### src/rtl/ovl_pkg.sv
package ovl_pkg;

    localparam int CH_W    = 8;
    localparam int ALPHA_W = 4;
    localparam int AMAX    = (1 << ALPHA_W) - 1;
    localparam int SUM_W   = CH_W + ALPHA_W;
    localparam int RGB_W   = 3 * CH_W;
    localparam int ACFG_W  = 3 * ALPHA_W;
    localparam int ABIT    = RGB_W;

    typedef enum logic [1:0] {
        FMT_RGB565   = 2'd0,
        FMT_XRGB1555 = 2'd1,
        FMT_XRGB8888 = 2'd2,
        FMT_ARGB1888 = 2'd3
    } pix_fmt_e;

    typedef struct packed {
        logic [CH_W-1:0] r;
        logic [CH_W-1:0] g;
        logic [CH_W-1:0] b;
    } rgb_t;

    typedef struct packed {
        logic [ALPHA_W-1:0] r;
        logic [ALPHA_W-1:0] g;
        logic [ALPHA_W-1:0] b;
    } alpha_t;

    // One channel of the weighted mix, exact division by the full-scale alpha.
    function automatic logic [CH_W-1:0] mix_ch(input logic [CH_W-1:0] up,
                                               input logic [CH_W-1:0] low,
                                               input logic [ALPHA_W-1:0] a);
        logic [SUM_W-1:0] acc;
        logic [ALPHA_W-1:0] inv;
        inv = ALPHA_W'(AMAX) - a;
        acc = SUM_W'(a) * SUM_W'(up) + SUM_W'(inv) * SUM_W'(low);
        return CH_W'(acc / SUM_W'(AMAX));
    endfunction

endpackage

### src/rtl/ovl_win_cover.sv
module ovl_win_cover #(
    parameter int COORD_W = 12
) (
    input  logic               en_i,
    input  logic [COORD_W-1:0] x_i,
    input  logic [COORD_W-1:0] y_i,
    input  logic [COORD_W-1:0] x0_i,
    input  logic [COORD_W-1:0] y0_i,
    input  logic [COORD_W-1:0] x1_i,
    input  logic [COORD_W-1:0] y1_i,
    output logic               hit_o
);

    logic in_x;
    logic in_y;

    always_comb begin
        in_x  = (x_i >= x0_i) && (x_i <= x1_i);
        in_y  = (y_i >= y0_i) && (y_i <= y1_i);
        hit_o = en_i && in_x && in_y;
    end

endmodule

### src/rtl/ovl_pix_decode.sv
module ovl_pix_decode
    import ovl_pkg::*;
#(
    parameter int PIX_W   = 32,
    parameter int KEY_W   = 32,
    parameter bit IS_BASE = 1'b0
) (
    input  logic [PIX_W-1:0]  pix_i,
    input  logic [1:0]        fmt_i,
    input  logic              pxa_sel_i,
    input  logic [ACFG_W-1:0] alpha_cfg_i,
    input  logic              key_en_i,
    input  logic              key_dir_i,
    input  logic [KEY_W-1:0]  key_val_i,
    output rgb_t              color_o,
    output alpha_t            alpha_o
);

    pix_fmt_e fmt;
    rgb_t     wide;

    assign fmt = pix_fmt_e'(fmt_i);

    always_comb begin
        unique case (fmt)
            FMT_RGB565: begin
                wide.r = {pix_i[15:11], pix_i[15:13]};
                wide.g = {pix_i[10:5],  pix_i[10:9]};
                wide.b = {pix_i[4:0],   pix_i[4:2]};
            end
            FMT_XRGB1555: begin
                wide.r = {pix_i[14:10], pix_i[14:12]};
                wide.g = {pix_i[9:5],   pix_i[9:7]};
                wide.b = {pix_i[4:0],   pix_i[4:2]};
            end
            default: begin
                wide = pix_i[RGB_W-1:0];
            end
        endcase
    end

    assign color_o = wide;

    generate
        if (IS_BASE) begin : g_base
            // Base layer: always opaque, no keying, alpha bit dropped.
            assign alpha_o = '1;
            logic unused_base;
            assign unused_base = ^{pxa_sel_i, alpha_cfg_i, key_en_i, key_dir_i,
                                   key_val_i, pix_i};
        end else begin : g_upper
            logic   key_hit;
            logic   clear;
            alpha_t chosen;

            always_comb begin
                key_hit = (wide == key_val_i[RGB_W-1:0]);
                clear   = key_en_i && (key_dir_i ? !key_hit : key_hit);
                if (fmt == FMT_ARGB1888 && pxa_sel_i) begin
                    chosen = pix_i[ABIT] ? '1 : '0;
                end else begin
                    chosen = alpha_t'(alpha_cfg_i);
                end
                alpha_o = clear ? '0 : chosen;
            end

            logic unused_upper;
            assign unused_upper = ^{key_val_i, pix_i};
        end
    endgenerate

endmodule

### src/rtl/ovl_blend_stage.sv
module ovl_blend_stage
    import ovl_pkg::*;
(
    input  logic   hit_i,
    input  rgb_t   lower_i,
    input  rgb_t   upper_i,
    input  alpha_t alpha_i,
    output rgb_t   mix_o
);

    rgb_t blended;

    always_comb begin
        blended.r = mix_ch(upper_i.r, lower_i.r, alpha_i.r);
        blended.g = mix_ch(upper_i.g, lower_i.g, alpha_i.g);
        blended.b = mix_ch(upper_i.b, lower_i.b, alpha_i.b);
        mix_o     = hit_i ? blended : lower_i;
    end

endmodule

### src/rtl/ovl_compositor.sv
module ovl_compositor
    import ovl_pkg::*;
#(
    parameter int NUM_WIN = 5,
    parameter int COORD_W = 12,
    parameter int PIX_W   = 32,
    parameter int KEY_W   = 32
) (
    input  logic                              clk_i,
    input  logic                              rst_ni,
    input  logic                              px_active_i,
    input  logic [COORD_W-1:0]                ras_x_i,
    input  logic [COORD_W-1:0]                ras_y_i,
    input  logic [NUM_WIN-1:0]                win_en_i,
    input  logic [NUM_WIN-1:0][COORD_W-1:0]   win_x0_i,
    input  logic [NUM_WIN-1:0][COORD_W-1:0]   win_y0_i,
    input  logic [NUM_WIN-1:0][COORD_W-1:0]   win_x1_i,
    input  logic [NUM_WIN-1:0][COORD_W-1:0]   win_y1_i,
    input  logic [NUM_WIN-1:0][1:0]           win_fmt_i,
    input  logic [NUM_WIN-1:0]                win_pxa_sel_i,
    input  logic [NUM_WIN-1:0][11:0]          win_alpha_i,
    input  logic [NUM_WIN-1:0]                key_en_i,
    input  logic [NUM_WIN-1:0]                key_dir_i,
    input  logic [NUM_WIN-1:0][KEY_W-1:0]     key_val_i,
    input  logic [NUM_WIN-1:0][PIX_W-1:0]     win_pix_i,
    output logic                              out_valid_o,
    output logic [23:0]                       out_rgb_o
);

    rgb_t layer [NUM_WIN+1];
    assign layer[0] = '0;

    generate
        for (genvar w = 0; w < NUM_WIN; w++) begin : g_win
            logic   hit;
            rgb_t   color;
            alpha_t alpha;

            ovl_win_cover #(.COORD_W(COORD_W)) cover_i (
                .en_i (win_en_i[w]),
                .x_i  (ras_x_i),
                .y_i  (ras_y_i),
                .x0_i (win_x0_i[w]),
                .y0_i (win_y0_i[w]),
                .x1_i (win_x1_i[w]),
                .y1_i (win_y1_i[w]),
                .hit_o(hit)
            );

            ovl_pix_decode #(
                .PIX_W  (PIX_W),
                .KEY_W  (KEY_W),
                .IS_BASE(w == 0)
            ) decode_i (
                .pix_i      (win_pix_i[w]),
                .fmt_i      (win_fmt_i[w]),
                .pxa_sel_i  (win_pxa_sel_i[w]),
                .alpha_cfg_i(win_alpha_i[w]),
                .key_en_i   (key_en_i[w]),
                .key_dir_i  (key_dir_i[w]),
                .key_val_i  (key_val_i[w]),
                .color_o    (color),
                .alpha_o    (alpha)
            );

            ovl_blend_stage blend_i (
                .hit_i  (hit),
                .lower_i(layer[w]),
                .upper_i(color),
                .alpha_i(alpha),
                .mix_o  (layer[w+1])
            );
        end
    endgenerate

    always_ff @(posedge clk_i) begin
        if (!rst_ni) begin
            out_valid_o <= 1'b0;
            out_rgb_o   <= '0;
        end else begin
            out_valid_o <= px_active_i;
            out_rgb_o   <= px_active_i ? layer[NUM_WIN] : '0;
        end
    end

endmodule

### config.mk
export PLATFORM = sky130hd
export DESIGN_NAME = ovl_compositor
export DESIGN_NICKNAME = d
export VERILOG_FILES = /design/src/rtl/ovl_pkg.sv /design/src/rtl/ovl_win_cover.sv /design/src/rtl/ovl_pix_decode.sv /design/src/rtl/ovl_blend_stage.sv /design/src/rtl/ovl_compositor.sv
export SDC_FILE = /design/constraint.sdc
export NUM_CORES = 2
export LEC_CHECK = 0
export BUFFER_PORTS_ARGS = -buffer_cell sky130_fd_sc_hd__buf_2
export CAP_MARGIN = 25
export CORE_UTILIZATION = 45
export CTS_CLUSTER_DIAMETER = 200
export DETAILED_ROUTE_END_ITERATION = 16
export GPL_ROUTABILITY_DRIVEN = 0
export PLACE_DENSITY = 0.64
export SLEW_MARGIN = 10
export SYNTH_ARGS = -nofsm -noshare
export SYNTH_HDL_FRONTEND = slang
export SYNTH_SLANG_ARGS = --single-unit
### constraint.sdc
create_clock -name clk_i -period 55.2 [get_ports clk_i]
set_clock_uncertainty 0.1 [all_clocks]
set_input_delay 11.04 -clock clk_i [delete_from_list [all_inputs] [get_ports clk_i]]
set_output_delay 11.04 -clock clk_i [all_outputs]
set_load 0.01 [all_outputs]
==> results <==
- Summing all multi-input logic gate instances after layout gives 43300 sq um.
- The number of routed nets with antenna violations is 0.
- The H-tree depth is 1.
- The capturing element type of the critical path is a flop.
- After detailed routing, the number of remaining DRC violations is 0.
- The compound-gate portion of the synthesized area is 25.4%.
- From synthesis to final layout, the design area changed by 9.35%.
- The total track usage is 28.1%.
- At the worst endpoint, the arrival time is 48.05 ns.
- The top flip-flop cell by instance count after synthesis is sky130_fd_sc_hd__dfxtp_1.
- The highest-delay cell along the critical path is sky130_fd_sc_hd__o21ai_0.
- The floorplan step set the die width to 328 um.
- The number of buffers inserted during clock tree synthesis is 3.
- The top routing layer in use is met5.
- Entering global routing, the biggest net connects 45 pins.
- Hold repair after CTS inserted 0 buffers.
- The worst-case clock buffer depth is 2.
- The dominant combinational cell family by area after synthesis is adder cells.
- The worst path uses 86.8% of the clock period.
- The sum of net half-perimeters after detailed placement is 131000 um.
- Along the worst path, the maximum fanout reaches 34.
- The measured slew at the worst slew-check pin is 1.17 ns.
- Pin placement for this block handled 702 I/O pins.
- The number of antenna violations at the first check in global routing is 20.
- Data on the critical path is required at its endpoint by 55.32 ns.
- Dividing total power by cell area gives a power density of 63.3 nW/um^2.
- After floorplanning, the core was divided into 119 placement rows.
- The final global-route overflow total is 0.
- The number of synthesis warnings is 0.
- Across the VDD grid, the largest voltage drop is 0.0794 mV.
- The post-route netlist has 12.9% of its cells at a drive strength greater than 1.
- The aggregate negative setup slack is 0 ns.
- The initial utilization of the core area, before any placement, comes to 45.3%.
- For this block, wires on met1 add up to 64000 um.
- The CTS clock-pin slew for the worst setup and hold paths is 0.08 ns.
- Cells fill 49.6% of the core in the end.
- The gate count after technology mapping is 6362.
- The area of the core region is 105000 sq um.
- The tool flagged a number of max-cap violations equal to 0.
- The first global-routing pass estimated 247000 um of wire.
- TritonCTS built the clock tree.
- The cell sitting at the root of the clock tree is a sky130_fd_sc_hd__clkbuf_16.
- For this block, the initial DRC count from the detailed router was 3456.
- Final hold analysis gives a worst-case slack of 11.19 ns.
- The die covers 107000 sq um.
- The number of library cell types mapped by synthesis is 130.
- The number of enable-type register cells in the synthesized netlist is 0.
- The post-synthesis net count is 8071.
- Setup repair after global routing left no endpoint under its margin.
- The post-synth design cell area is 47700 sq um.
- Based on the critical path, the design can be clocked at up to 20.9 MHz.
- At the end of the flow, the number of nets in the layout was 8530.
- The total setup violations reported at the end of the flow is 0.
- The via total after detailed routing is 48100.
- The proportion of synthesized flip-flops having asynchronous set or reset is 0%.
- The final number of hold-violating endpoints is 0.
- Port buffering added 586 buffers.
- The worst path in the final design needs a cycle of 47.93 ns, including I/O delays and setup.
- STA classifies the critical path startpoint as a primary input.
- The pre-antenna-repair detailed-routing pass consisted of 9 iterations.
- The run finished with clean final reports.
- Using the TritonRoute via totals, the vias-per-cell ratio works out to 5.85.
- The post-synthesis area per instance is 7.50 sq um.
- The post-cts repair resize count is 0.
- Wire segments on met2 add up to 73900 um in the final route.
- The library cell used most frequently in the layout, excluding fill and tap cells, is sky130_fd_sc_hd__inv_1.
- The synthesized netlist devotes 21.9% of its cell area to simple gates.
- The wire length reported by the detailed router is 155000 um.
- Dividing the detail-routed wire length by the instance count gives 18.8 um.
- The xor/xnor share of the synthesized area is 5.14%.
- The number of synthesized register bits is 25.
- The most repeated library cell on the critical path is sky130_fd_sc_hd__fa_1.
- The count of pins over their slew limit is 0.
- The critical path is of the in -> reg type.
- The number of global-route vias before repair is 46500.
- The synthesized netlist devotes 35.2% of its cell area to adder and majority cells.
- The worst slew margin relative to its limit is 21.2%.
- The count of fill cells added during filler insertion is 10500.
- Clock tree synthesis found a total of 25 sinks.
- The static leakage is 0.0267 uW.
- In this run the vertical extent of the chip is 328 um.
- Summed over all nets, wire length on met3 after detailed routing comes to 10400 um.
- The number of buffers added for setup after CTS is 0.
- The portion of synthesized area spent on multiplexers is 3.07%.
- The top cell types in the final layout, fill and taps aside, are sky130_fd_sc_hd__inv_1 (850), sky130_fd_sc_hd__nor2_1 (689), sky130_fd_sc_hd__buf_2 (589), sky130_fd_sc_hd__ha_1 (528), sky130_fd_sc_hd__fa_1 (504).
- The worst hold path belongs to the class in -> reg.
- The area of all sequential standard cells is 500 sq um.
- The share of the yosys chip area belonging to registers is 1.05%.
- In this design, the stage delay of the slowest critical-path cell is 0.98 ns.
==> cell type report <==
class | instances | share of cell area [%]
Clock buffer | 3 | 0.144
Antenna cell | 13 | 0.0624
Clock inverter | 1 | 0.0144
Multi-Input combinational cell | 5299 | 83.0
Inverter | 851 | 6.12
Sequential cell | 25 | 0.959
Timing Repair Buffer | 641 | 6.40
Tap cell | 1391 | 3.34
==> cell usage after synthesis, types with 26 or more instances <==
cell / count / area share [%]
sky130_fd_sc_hd__nand2_1: 502 / 3.9
sky130_fd_sc_hd__a21oi_1: 349 / 3.7
sky130_fd_sc_hd__clkbuf_1: 148 / 1.2
sky130_fd_sc_hd__o21bai_1: 26 / 0.41
sky130_fd_sc_hd__o21a_1: 98 / 1.5
sky130_fd_sc_hd__or2_2: 62 / 0.81
sky130_fd_sc_hd__or3_1: 51 / 0.67
sky130_fd_sc_hd__nand3_1: 111 / 1.2
sky130_fd_sc_hd__ha_1: 528 / 14
sky130_fd_sc_hd__xnor2_1: 138 / 2.5
sky130_fd_sc_hd__a2111oi_0: 27 / 0.50
sky130_fd_sc_hd__mux2i_1: 100 / 2.1
sky130_fd_sc_hd__o31ai_1: 27 / 0.42
sky130_fd_sc_hd__o21ai_1: 30 / 0.31
sky130_fd_sc_hd__and3_1: 65 / 0.85
sky130_fd_sc_hd__a31oi_1: 50 / 0.66
sky130_fd_sc_hd__nor3_1: 120 / 1.3
sky130_fd_sc_hd__nor2_1: 689 / 5.4
sky130_fd_sc_hd__a21o_1: 244 / 3.8
sky130_fd_sc_hd__and2_1: 78 / 1.0
sky130_fd_sc_hd__nand4_1: 92 / 1.2
sky130_fd_sc_hd__mux2_2: 38 / 0.90
sky130_fd_sc_hd__o21ai_0: 260 / 2.7
sky130_fd_sc_hd__nand2b_1: 103 / 1.4
sky130_fd_sc_hd__nor2b_1: 120 / 1.6
sky130_fd_sc_hd__inv_1: 850 / 6.7
sky130_fd_sc_hd__fa_1: 504 / 21
sky130_fd_sc_hd__xor2_1: 121 / 2.2
sky130_fd_sc_hd__a211o_1: 43 / 0.79
sky130_fd_sc_hd__nor4_1: 46 / 0.60
sky130_fd_sc_hd__a211oi_1: 92 / 1.4
sky130_fd_sc_hd__o211ai_1: 56 / 0.88
==> per-layer routing <==
layer	track usage [%]	vias up
met2	48.9	1640
met3	3.82	263
met1	35.2	23000
met4	10.6	6
li1	-	23200
met5	0	-
==> final timing paths <==
| check | startpoint | end | slack (ns) | depth (start not counted) |
|---|---|---|---|---|
| min | px_active_i | out_rgb_o[7]$_SDFF_PN0_ | 11.19 | 4 |
| max | win_fmt_i[3] | out_rgb_o[0]$_SDFF_PN0_ | 7.27 | 128 |
==> critical path: cells and delay by family <==
kind            cells  cell delay (ns)
compound gates     56            16.20
xor+xnor            7             1.79
fa+ha+maj          24            11.29
buf+inv            16             1.94
mux                 1             0.38
simple gates       24             5.34
==> kinds of logic (layout without fill, tap and decap cells) <==
kind of cell               after synthesis  after routing
and+or+nand+nor                       2149           2149
muxes                                  140            140
DFF                                     25             25
AOI/OAI and AO/OA                     1699           1699
xor gates and xnor gates               268            268
adders and majority gates             1043           1043
buffers and inverters                 1038           1496
other                                    0             13
==> flip-flops by register name (all words and copies together) (netlist names) <==
name and count:
out_rgb_o 24, out_valid_o 1
==> power breakdown <==
group | total (uW) | internal (uW) | switching, uW | leakage (uW)
clock | 18.4 | 9.93 | 8.51 | 0.0000372
sequential | 19.8 | 19.3 | 0.495 | 0.000202
combinational | 3260 | 1250 | 2020 | 0.0265
total | 3300 | 1280 | 2020 | 0.0267
==> stage by stage <==
step | std cells | instance area [sq um] | setup WS, ns | total power (uW)
6_report | 8224 | 52200 | 7.27 | 3300
5_1_grt | 8222 | 52200 | 5.14 | 3670
4_1_cts | 8206 | 52100 | 7.34 | 3250
3_5_place_dp | 8202 | 52000 | 7.14 | 3210
3_3_place_gp | 8198 | 52000 | 7.39 | 3160
2_1_floorplan | 6362 | 47700 | 11.98 | 2600
No activity file was read; power rests on OpenSTA's default activity.
